===== config.mk =====
export PLATFORM = sky130hd
export DESIGN_NAME = irq_serial_ctrl
export DESIGN_NICKNAME = d
export VERILOG_FILES = /design/src/rtl/irqs_pkg.sv /design/src/rtl/irqs_sync.sv /design/src/rtl/irqs_serial.sv /design/src/rtl/irqs_regs.sv /design/src/rtl/irq_serial_ctrl.sv
export SDC_FILE = /design/constraint.sdc
export NUM_CORES = 1
export LEC_CHECK = 0
export BUFFER_PORTS_ARGS = -buffer_cell sky130_fd_sc_hd__buf_2
export CORE_MARGIN = 1
export CORE_UTILIZATION = 64
export CTS_BUF_LIST = sky130_fd_sc_hd__clkbuf_16
export DETAILED_ROUTE_END_ITERATION = 8
export PLACE_DENSITY = 0.85
export SLEW_MARGIN = 20
export SYNTH_ARGS = -nofsm -noshare
export SYNTH_HDL_FRONTEND = slang
export SYNTH_SLANG_ARGS = --single-unit

===== constraint.sdc =====
create_clock -name clk -period 2.76 [get_ports clk]
set_clock_uncertainty 0.05 [all_clocks]
set_input_delay 0.552 -clock clk [delete_from_list [all_inputs] [get_ports clk]]
set_output_delay 0.552 -clock clk [all_outputs]
set_load 0.02 [all_outputs]

===== src/rtl/irqs_pkg.sv =====
package irqs_pkg;

  // Access selected by the command byte, latched for the data byte
  typedef enum logic [2:0] {
    K_NONE    = 3'd0,
    K_RD_STAT = 3'd1,
    K_RD_CLR  = 3'd2,
    K_RD_MASK = 3'd3,
    K_WR_MASK = 3'd4
  } irqs_kind_e;

endpackage


===== src/rtl/irqs_sync.sv =====
module irqs_sync #(
  parameter int unsigned W       = 1,
  parameter int unsigned STAGES  = 2,
  parameter logic [W-1:0] RST_VAL = '0
) (
  input  logic         clk,
  input  logic         rst_n,
  input  logic [W-1:0] d,
  output logic [W-1:0] q
);

  logic [STAGES-1:0][W-1:0] st_q;

  always_ff @(posedge clk or negedge rst_n) begin
    if (!rst_n) begin
      st_q <= {STAGES{RST_VAL}};
    end else begin
      st_q[0] <= d;
      for (int s = 1; s < STAGES; s++) st_q[s] <= st_q[s-1];
    end
  end

  assign q = st_q[STAGES-1];

endmodule


===== src/rtl/irqs_serial.sv =====
module irqs_serial #(
  parameter int unsigned DW = 8,
  parameter int unsigned AW = 7
) (
  input  logic          clk,
  input  logic          rst_n,
  input  logic          cs_s,
  input  logic          sclk_s,
  input  logic          sdi_s,
  input  logic [DW-1:0] tx_data,
  output logic          frame_act,
  output logic          cmd_done,
  output logic          data_done,
  output logic [AW:0]   cmd_word,
  output logic [DW-1:0] data_word,
  output logic          sdo
);

  localparam int unsigned CW    = AW + 1;
  localparam int unsigned FRAME = CW + DW;
  localparam int unsigned RW    = (DW > CW) ? DW : CW;
  localparam int unsigned NW    = $clog2(FRAME + 1);

  logic          sclk_q;
  logic [NW-1:0] cnt_q, cnt_d;
  logic [RW-2:0] rx_q, rx_d;
  logic [RW-1:0] rx_nx;
  logic [DW-1:0] tx_q, tx_d;
  logic          sdo_d;
  logic          fall, rise, in_data;

  always_comb begin
    fall      = sclk_q & ~sclk_s;
    rise      = ~sclk_q & sclk_s;
    frame_act = ~cs_s;
    rx_nx     = {rx_q, sdi_s};
    cmd_word  = rx_nx[AW:0];
    data_word = rx_nx[DW-1:0];
    cmd_done  = frame_act & fall & (cnt_q == NW'(CW - 1));
    data_done = frame_act & fall & (cnt_q == NW'(FRAME - 1));
    in_data   = (cnt_q >= NW'(CW)) && (cnt_q < NW'(FRAME));

    cnt_d = cnt_q;
    rx_d  = rx_q;
    tx_d  = tx_q;
    sdo_d = sdo;
    if (!frame_act) begin
      cnt_d = '0;
      tx_d  = '0;
      sdo_d = 1'b0;
    end else begin
      if (fall && (cnt_q < NW'(FRAME))) begin
        cnt_d = cnt_q + 1'b1;
        rx_d  = rx_nx[RW-2:0];
      end
      if (cmd_done) tx_d = tx_data;
      if (rise && in_data) begin
        sdo_d = tx_q[DW-1];
        tx_d  = {tx_q[DW-2:0], 1'b0};
      end
    end
  end

  always_ff @(posedge clk or negedge rst_n) begin
    if (!rst_n) begin
      sclk_q <= 1'b1;
      cnt_q  <= '0;
      rx_q   <= '0;
      tx_q   <= '0;
      sdo    <= 1'b0;
    end else begin
      sclk_q <= sclk_s;
      cnt_q  <= cnt_d;
      rx_q   <= rx_d;
      tx_q   <= tx_d;
      sdo    <= sdo_d;
    end
  end

endmodule


===== src/rtl/irqs_regs.sv =====
module irqs_regs
  import irqs_pkg::*;
#(
  parameter int unsigned DW     = 8,
  parameter int unsigned AW     = 7,
  parameter int unsigned A_STAT = 4,
  parameter int unsigned A_CLR  = 5,
  parameter int unsigned A_MASK = 10
) (
  input  logic          clk,
  input  logic          rst_n,
  input  logic [DW-1:0] evt,
  input  logic          frame_act,
  input  logic          cmd_done,
  input  logic          data_done,
  input  logic [AW:0]   cmd_word,
  input  logic [DW-1:0] data_word,
  output logic [DW-1:0] tx_data,
  output logic [DW-1:0] stat_q,
  output logic [DW-1:0] en_q,
  output logic          hold_q,
  output logic          irq_n
);

  irqs_kind_e    kind_now, kind_q, kind_d;
  logic [DW-1:0] stat_d, en_d, pend_q, pend_d;
  logic          hold_d, irq_d;
  logic [AW-1:0] addr;
  logic          is_wr;

  // Decode of the command byte as it completes
  always_comb begin
    is_wr = cmd_word[AW];
    addr  = cmd_word[AW-1:0];
    if (is_wr) begin
      kind_now = (addr == AW'(A_MASK)) ? K_WR_MASK : K_NONE;
    end else if (addr == AW'(A_STAT)) begin
      kind_now = K_RD_STAT;
    end else if (addr == AW'(A_CLR)) begin
      kind_now = K_RD_CLR;
    end else if (addr == AW'(A_MASK)) begin
      kind_now = K_RD_MASK;
    end else begin
      kind_now = K_NONE;
    end
    case (kind_now)
      K_RD_STAT, K_RD_CLR: tx_data = stat_q;
      K_RD_MASK:           tx_data = en_q;
      default:             tx_data = '0;
    endcase
  end

  // Flags always collect events; during a clearing read a second
  // accumulator keeps what arrived since the snapshot.
  always_comb begin
    stat_d = stat_q | evt;
    pend_d = pend_q | evt;
    en_d   = en_q;
    hold_d = hold_q;
    kind_d = kind_q;
    if (!frame_act) begin
      hold_d = 1'b0;
      pend_d = '0;
      kind_d = K_NONE;
    end else if (cmd_done) begin
      kind_d = kind_now;
      if (kind_now == K_RD_CLR) begin
        hold_d = 1'b1;
        pend_d = evt;
      end
    end else if (data_done) begin
      kind_d = K_NONE;
      if (kind_q == K_WR_MASK) en_d = data_word;
      if (kind_q == K_RD_CLR && hold_q) begin
        stat_d = pend_q | evt;
        pend_d = '0;
        hold_d = 1'b0;
      end
    end
    irq_d = hold_d | ~(|(stat_d & en_d));
  end

  always_ff @(posedge clk or negedge rst_n) begin
    if (!rst_n) begin
      stat_q <= '0;
      en_q   <= '0;
      pend_q <= '0;
      hold_q <= 1'b0;
      kind_q <= K_NONE;
      irq_n  <= 1'b1;
    end else begin
      stat_q <= stat_d;
      en_q   <= en_d;
      pend_q <= pend_d;
      hold_q <= hold_d;
      kind_q <= kind_d;
      irq_n  <= irq_d;
    end
  end

endmodule


===== src/rtl/irq_serial_ctrl.sv =====
module irq_serial_ctrl #(
  parameter int unsigned DW     = 8,
  parameter int unsigned AW     = 7,
  parameter int unsigned SYNC   = 2,
  parameter int unsigned A_STAT = 4,
  parameter int unsigned A_CLR  = 5,
  parameter int unsigned A_MASK = 10
) (
  input  logic          clk,
  input  logic          rst_n,
  input  logic          cs_n,
  input  logic          sclk,
  input  logic          sdi,
  output logic          sdo,
  input  logic [DW-1:0] evt,
  output logic          irq_n
);

  logic          rst_sync_n;
  logic [2:0]    pins_s;
  logic          frame_act, cmd_done, data_done;
  logic [AW:0]   cmd_word;
  logic [DW-1:0] data_word, tx_data, stat_q, en_q;
  logic          hold_q;

  irqs_sync #(.W(1), .STAGES(SYNC), .RST_VAL(1'b0)) u_rst (
    .clk(clk), .rst_n(rst_n), .d(1'b1), .q(rst_sync_n)
  );

  // {chip select, serial clock, serial data}, idle as high, high, low
  irqs_sync #(.W(3), .STAGES(SYNC), .RST_VAL(3'b110)) u_pins (
    .clk(clk), .rst_n(rst_sync_n), .d({cs_n, sclk, sdi}), .q(pins_s)
  );

  irqs_serial #(.DW(DW), .AW(AW)) u_ser (
    .clk(clk), .rst_n(rst_sync_n),
    .cs_s(pins_s[2]), .sclk_s(pins_s[1]), .sdi_s(pins_s[0]),
    .tx_data(tx_data), .frame_act(frame_act), .cmd_done(cmd_done),
    .data_done(data_done), .cmd_word(cmd_word), .data_word(data_word),
    .sdo(sdo)
  );

  irqs_regs #(.DW(DW), .AW(AW), .A_STAT(A_STAT), .A_CLR(A_CLR),
              .A_MASK(A_MASK)) u_regs (
    .clk(clk), .rst_n(rst_sync_n), .evt(evt), .frame_act(frame_act),
    .cmd_done(cmd_done), .data_done(data_done), .cmd_word(cmd_word),
    .data_word(data_word), .tx_data(tx_data), .stat_q(stat_q),
    .en_q(en_q), .hold_q(hold_q), .irq_n(irq_n)
  );

endmodule


# == Word-level counts from Yosys, hierarchy flattened ==
# Cells that the tools add are included.
# classes
n_addsub,1
n_mul,0
div,0
n_lt_le_gt_ge,2
eq_ne,10
n_shift,0
mux,34
bitwise,13
n_reduce_logical,11
# op_table
cell,count
$mux 8,16
$mux 3,7
$or 8x8->8,2
$pmux 8 s2,1
$eq 7x3->1 const B,2
$mux 5,2
$eq 3x2->1 const B,3
$and 8x8->8,1
$reduce_or 8->1,1
$eq 7x4->1 const B,1
$mux 1,7
$reduce_bool 3->1,2
$add 5x1->5 const B,1
$and 1x1->1,5
$eq 5x3->1 const B,1
$eq 5x4->1 const B,1
$ge 5x4->1 const B,1
$lt 5x5->1 const B,1
$logic_and 1x1->1,4
$not 1->1,4
$reduce_bool 2->1,2
$eq 3x1->1 const B,1
$eq 3x3->1 const B,1
$mux 2,1
other kinds (3),3
# word_totals
regBits,59
latchBits,0
ramBits,0
mem_bits_ro,0
wordCells,86
memories,0

# == Longest topological paths before layout ==
# depth
word_depth,11
depth_mapped,10

# == Hierarchy ==
# From an unflattened synthesis, not the netlist that was laid out.
# unflattened
cells_unflattened,241
hier_area_um2,2735.1
# modules_own_cells
module,n_inst,cells_per_inst,area_per_inst_um2,seq_area_each_um2
irqs_regs,1,125,1400.1,726.9
irqs_serial,1,104,1103.6,551.8
irqs_sync (u_pins),1,9,177.7,155.1
irqs_sync (u_rst),1,2,50.0,50.0
irq_serial_ctrl,1,1,3.8,0.0

# == Least setup slack after synthesis ==
# OpenSTA, ideal clock, no wires.
# synth_path
kind,flip-flop to flip-flop
from,register u_ser.cnt_q[0]
to,register u_regs.irq_n
setup_time_ps,61
arrival_time_ps,2310
required_time_ps,2649
path_slack_ps,339
stages_incl_launch_ff,10
n_path_buf,0
period_less_slack_ps,2421
cell_sequence,dfrtp_1 > ha_1 > and3_1 > ha_1 > and3b_1 > nand4b_1 > nor2_2 > mux2_4 > a2111oi_2 > a31o_1
# synth_via
elab_chain_cells,9
word_cells_on_any_way,17
# synth_lines
item,line_no,source
start: declaration,irqs_serial.sv:25,"logic [NW-1:0] cnt_q, cnt_d;"
start signal: assignment,irqs_serial.sv:73,cnt_q <= cnt_d;
$eq 5x4->1,irqs_serial.sv:40,data_done = frame_act & fall & (cnt_q == NW'(FRAME - 1));
$and 1x1->1,irqs_serial.sv:40,
$mux 8,irqs_regs.sv:71,end else if (data_done) begin
$mux 8 *,irqs_regs.sv:65,end else if (cmd_done) begin
$mux 8 *,irqs_regs.sv:61,if (!frame_act) begin
net u_regs.en_d[7],irqs_regs.sv:26,"logic [DW-1:0] stat_d, en_d, pend_q, pend_d;"
$and 8x8->8 *,irqs_regs.sv:80,irq_d = hold_d | ~(|(stat_d & en_d));
$reduce_or 8->1 *,irqs_regs.sv:80,
$not 1->1 *,irqs_regs.sv:80,
$or 1x1->1 *,irqs_regs.sv:80,
net u_regs.irq_d,irqs_regs.sv:27,"logic hold_d, irq_d;"
end signal: assignment,irqs_regs.sv:97,irq_n <= irq_d;
end: declaration,irqs_regs.sv:22,output logic irq_n
# The timed path passes the listed nets; every way through them passes the cells marked *.
# A chain may end at the register's enable or synchronous reset.

# == Final worst setup path ==
# layout_path
from,register u_ser.cnt_q[0]
to,register u_regs.irq_n
# layout_via
elab_chain_cells,9
word_cells_on_any_way,17
# layout_lines
item,line_no
$eq 5x4->1,irqs_serial.sv:40
$and 1x1->1,irqs_serial.sv:40
$mux 8,irqs_regs.sv:71
$mux 8,irqs_regs.sv:65
$mux 8,irqs_regs.sv:61
$and 8x8->8,irqs_regs.sv:80
$reduce_or 8->1,irqs_regs.sv:80
$not 1->1,irqs_regs.sv:80
$or 1x1->1 *,irqs_regs.sv:80
net u_regs.irq_d,irqs_regs.sv:27
# Marks and branches as above.

==> metrics.md <==
| Metric | Value |
|---|---|
| Outcome | `completed` |
| Crit-path cells | `ha_4, and3_1, ha_1, and3b_2, nand4b_1, buf_4, o21ai_0, a22oi_1, a2111oi_2, a31o_1` |
| Largest net degree at the start of global routing | `23` |
| Hold Fails Final Rpt | `0` |
| Most instantiated cells after synthesis | `53 x dfrtp_1, 51 x nand2_1, 26 x nor2_1` |
| Sequential-to-total area share from yosys stat | `0.567` |
| Asr flop ratio synth | `1.00` |
| Wire per inst | `22.3 um` |
| Cell family with most CP delay | `compound AO/OA/AOI/OAI gates` |
| Share of the synthesized area in the top cell type | `0.507` |
| Fin Hold WS | `roughly 170 ps` |
| Lkg Pwr | `about 1.5 nW` |
| Max-cap viol count | `0` |
| Max Transition Viols Final | `0` |
| Worst skew pair latency | `~320 ps` |
| Initial Util | `0.688` |
| GRT overflow | `0` |
| Reg clk slew, reported paths | `approximately 50 ps` |
| Final ANT Viol Nets | `0` |
| Final worst path period share | `0.973` |
| Die height | `approximately 66 um` |
| Crit path DAT | `2900 ps` |
| Crit end category | `flop` |
| Drt total wl | `approximately 7500 um` |
| Dominant cells by area after synthesis | `dfrtp_1 51%, nand2_1 7.3%, dfstp_2 6.0%` |
| Fmax | `0.372 GHz` |
| CTS root buf | `clkbuf_16` |
| CP max stage delay | `between 400 and 500 ps` |
| Syn. warnings | `0` |
| CTS max path bufs | `2` |
| Area Growth Syn to Fin | `21.2%` |
| CTS sink count | `between 50 and 60` |
| Total number of vias | `2,330` |
| Syn Area/Cell | `~10 sq um` |
| 1st-pass router iterations | `5` |
| Register bit total from synthesis | `59` |
| Post-synth net total | `271` |
| Cells after Synth | `255` |
| Period minus WS final | `2690 ps` |
| Main synth FF type | `dfrtp_1` |
| IO Count | `15` |
| Setup_tns | `0 ps` |
| First-pass GRT wire length | `around 11,000 um` |
| Initial antenna violation count | `0` |
| Global Route Usage Sum | `0.374` |
| Slew headroom | `0.514` |
| Drc violations | `0` |
| Share of layout cells above drive strength 1 | `0.219` |
| Initial drt markers | `328` |
| H-tree depth | `3` |
| Cell Rows | `22` |
| Pwr/cell area | `747 nW/um^2` |
| Yosys cell types | `roughly 50` |
| CP max FO | `5` |
| Diodes inserted | `0` |
| Vias in the first global route | `approximately 2,200` |
| DR vias/cell | `between 6 and 7` |
| Final Power | `approximately 2.4 mW` |
| CTS buffer count | `9` |
| Final-stage net count | `between 200 and 300` |
| Worst VDD drop | `roughly 0.54 mV` |
| Die ar. | `roughly 4300 sq um` |
| Least-Margin Pin Slew | `730 ps` |
| HPWL after DPL | `between 4000 and 5000 um` |
| Largest area contributor in the netlist | `dfrtp_1` |
| EDFF count, synth | `0` |
| Count leader, synth | `dfrtp_1` |
| WP data required | `2980 ps` |
| CP Launch Type | `flop` |
| Final setup fails | `0` |
| Critical-path top delay cell | `dfrtp_2` |
| Kind of critical path | `flop to flop` |
| Core area | `~3800 sq um` |
| Critical path buffers and inverters | `1` |
| HP Class | `flop to asynchronous set/reset pin` |
| CTS tree | `done` |
| Number of port buffers | `14` |
| Synthesized area | `between 2000 and 3000 sq um` |
| Die W | `approximately 66 um` |
| Gpl congestion | `approximately 0.9` |
==> registers in the layout, indices dropped and copies added, names as in the netlist <==
name,cells
u_ser.tx_q,8
u_ser.cnt_q,5
u_pins.q,3
u_ser.rx_q,7
u_regs.stat_q,8
u_pins.st_q,3
u_regs.pend_q,8
u_rst.st_q,1
u_regs.en_q,8
u_regs.irq_n,1
u_rst.q,1
u_regs.hold_q,1
u_regs.kind_q,3
u_ser.sclk_q,1
u_ser.sdo,1
==> cell usage in the layout, fill, tap and decap left out, types with 2 or more instances in the layout <==
master      n
nor2_1     26
a221oi_1    8
xor2_1      2
bufinv_16   3
nor4bb_2    2
nand4_1     2
inv_1       6
dfrtp_1    50
buf_4      11
or3_1       5
dfrtp_2     3
nand3b_1    2
nand2_1    51
mux2i_1     2
o21ai_0     5
buf_2      14
ha_1        2
nand3_1     5
dfstp_2     6
a22oi_1     7
nor4_1      2
a21oi_1    18
o22ai_1     2
clkbuf_16   9
nor2b_1     2
a31oi_1     9
mux2_2      4
==> worst reg2reg max path: stages (launching register included) <==
cell and delay (ps):
dfrtp_2 430, ha_4 180, and3_1 210, ha_1 180, and3b_2 260, nand4b_1 200
buf_4 200, o21ai_0 370, a22oi_1 150, a2111oi_2 230, a31o_1 190
==> report_power, final <==
part,internal (mW),switching (mW)
Sequential,0.908,0.0551
Combinational,0.0560,0.0983
Clock,0.871,0.379
==> metrics by stage <==
stage	instance area (sq um)	util	setup slack, ps	std cells
after floorplan	2620	-	339	255
after global placement	2780	0.732	282	317
after detailed placement	2780	0.732	153	317
after CTS	3130	0.824	0.729	334
after global routing	3170	0.835	-51.6	336
final	3170	0.835	73.6	336
==> final cells by class <==
class / instances / area [sq um]
Sequential cell: 59 / 1490
Multi-Input combinational cell: 183 / 1110
Fill cell: 179 / 628
Clock buffer: 9 / 225
Timing Repair Buffer: 26 / 163
Clock inverter: 7 / 109
Tap cell: 48 / 60.1
Inverter: 4 / 15.0
==> repair_timing <==
action / 4_1_cts / 5_1_grt
hold buffers: 1 / 0
setup endpoints to repair: 1 / 9
setup buffers: 0 / 2
pin swaps: 0 / 3
hold endpoints to repair: 2 / 0
resized for setup: 1 / 7
==> cell families (layout without fill, tap and decap cells) <==
group,Yosys count,in the layout,share of synthesized area
flops,59,59,0.567
buf+inv,13,46,0.0206
xor+xnor,3,3,0.0100
simple gates,113,113,0.210
compound gates,56,56,0.145
other cells,1,1,0.00143
fa+ha+maj,3,3,0.0144
mux,7,7,0.0306
==> final timing paths <==
path	from	end	slack (ps)	depth (start not counted)
max reg2reg	u_ser.cnt_q[0]	u_regs.irq_n	70	10
max in group asynchronous	u_rst.q	u_pins.q[2]	1780	1
max	u_ser.cnt_q[0]	u_regs.irq_n	70	10
min reg2reg	u_rst.q	u_regs.stat_q[2]	170	0
min	u_rst.q	u_regs.stat_q[2]	170	0
min in group clk	cs_n	u_pins.st_q[2]	280	1
==> routing by layer <==
layer	part of all wire	vias up	global-route usage
met5	0	-	0
met4	0.051	0	0.174
met3	0.10	53	0.0931
met2	0.46	186	0.585
met1	0.38	1124	0.487
li1	-	967	-
Power figures use the tool's default switching activity.
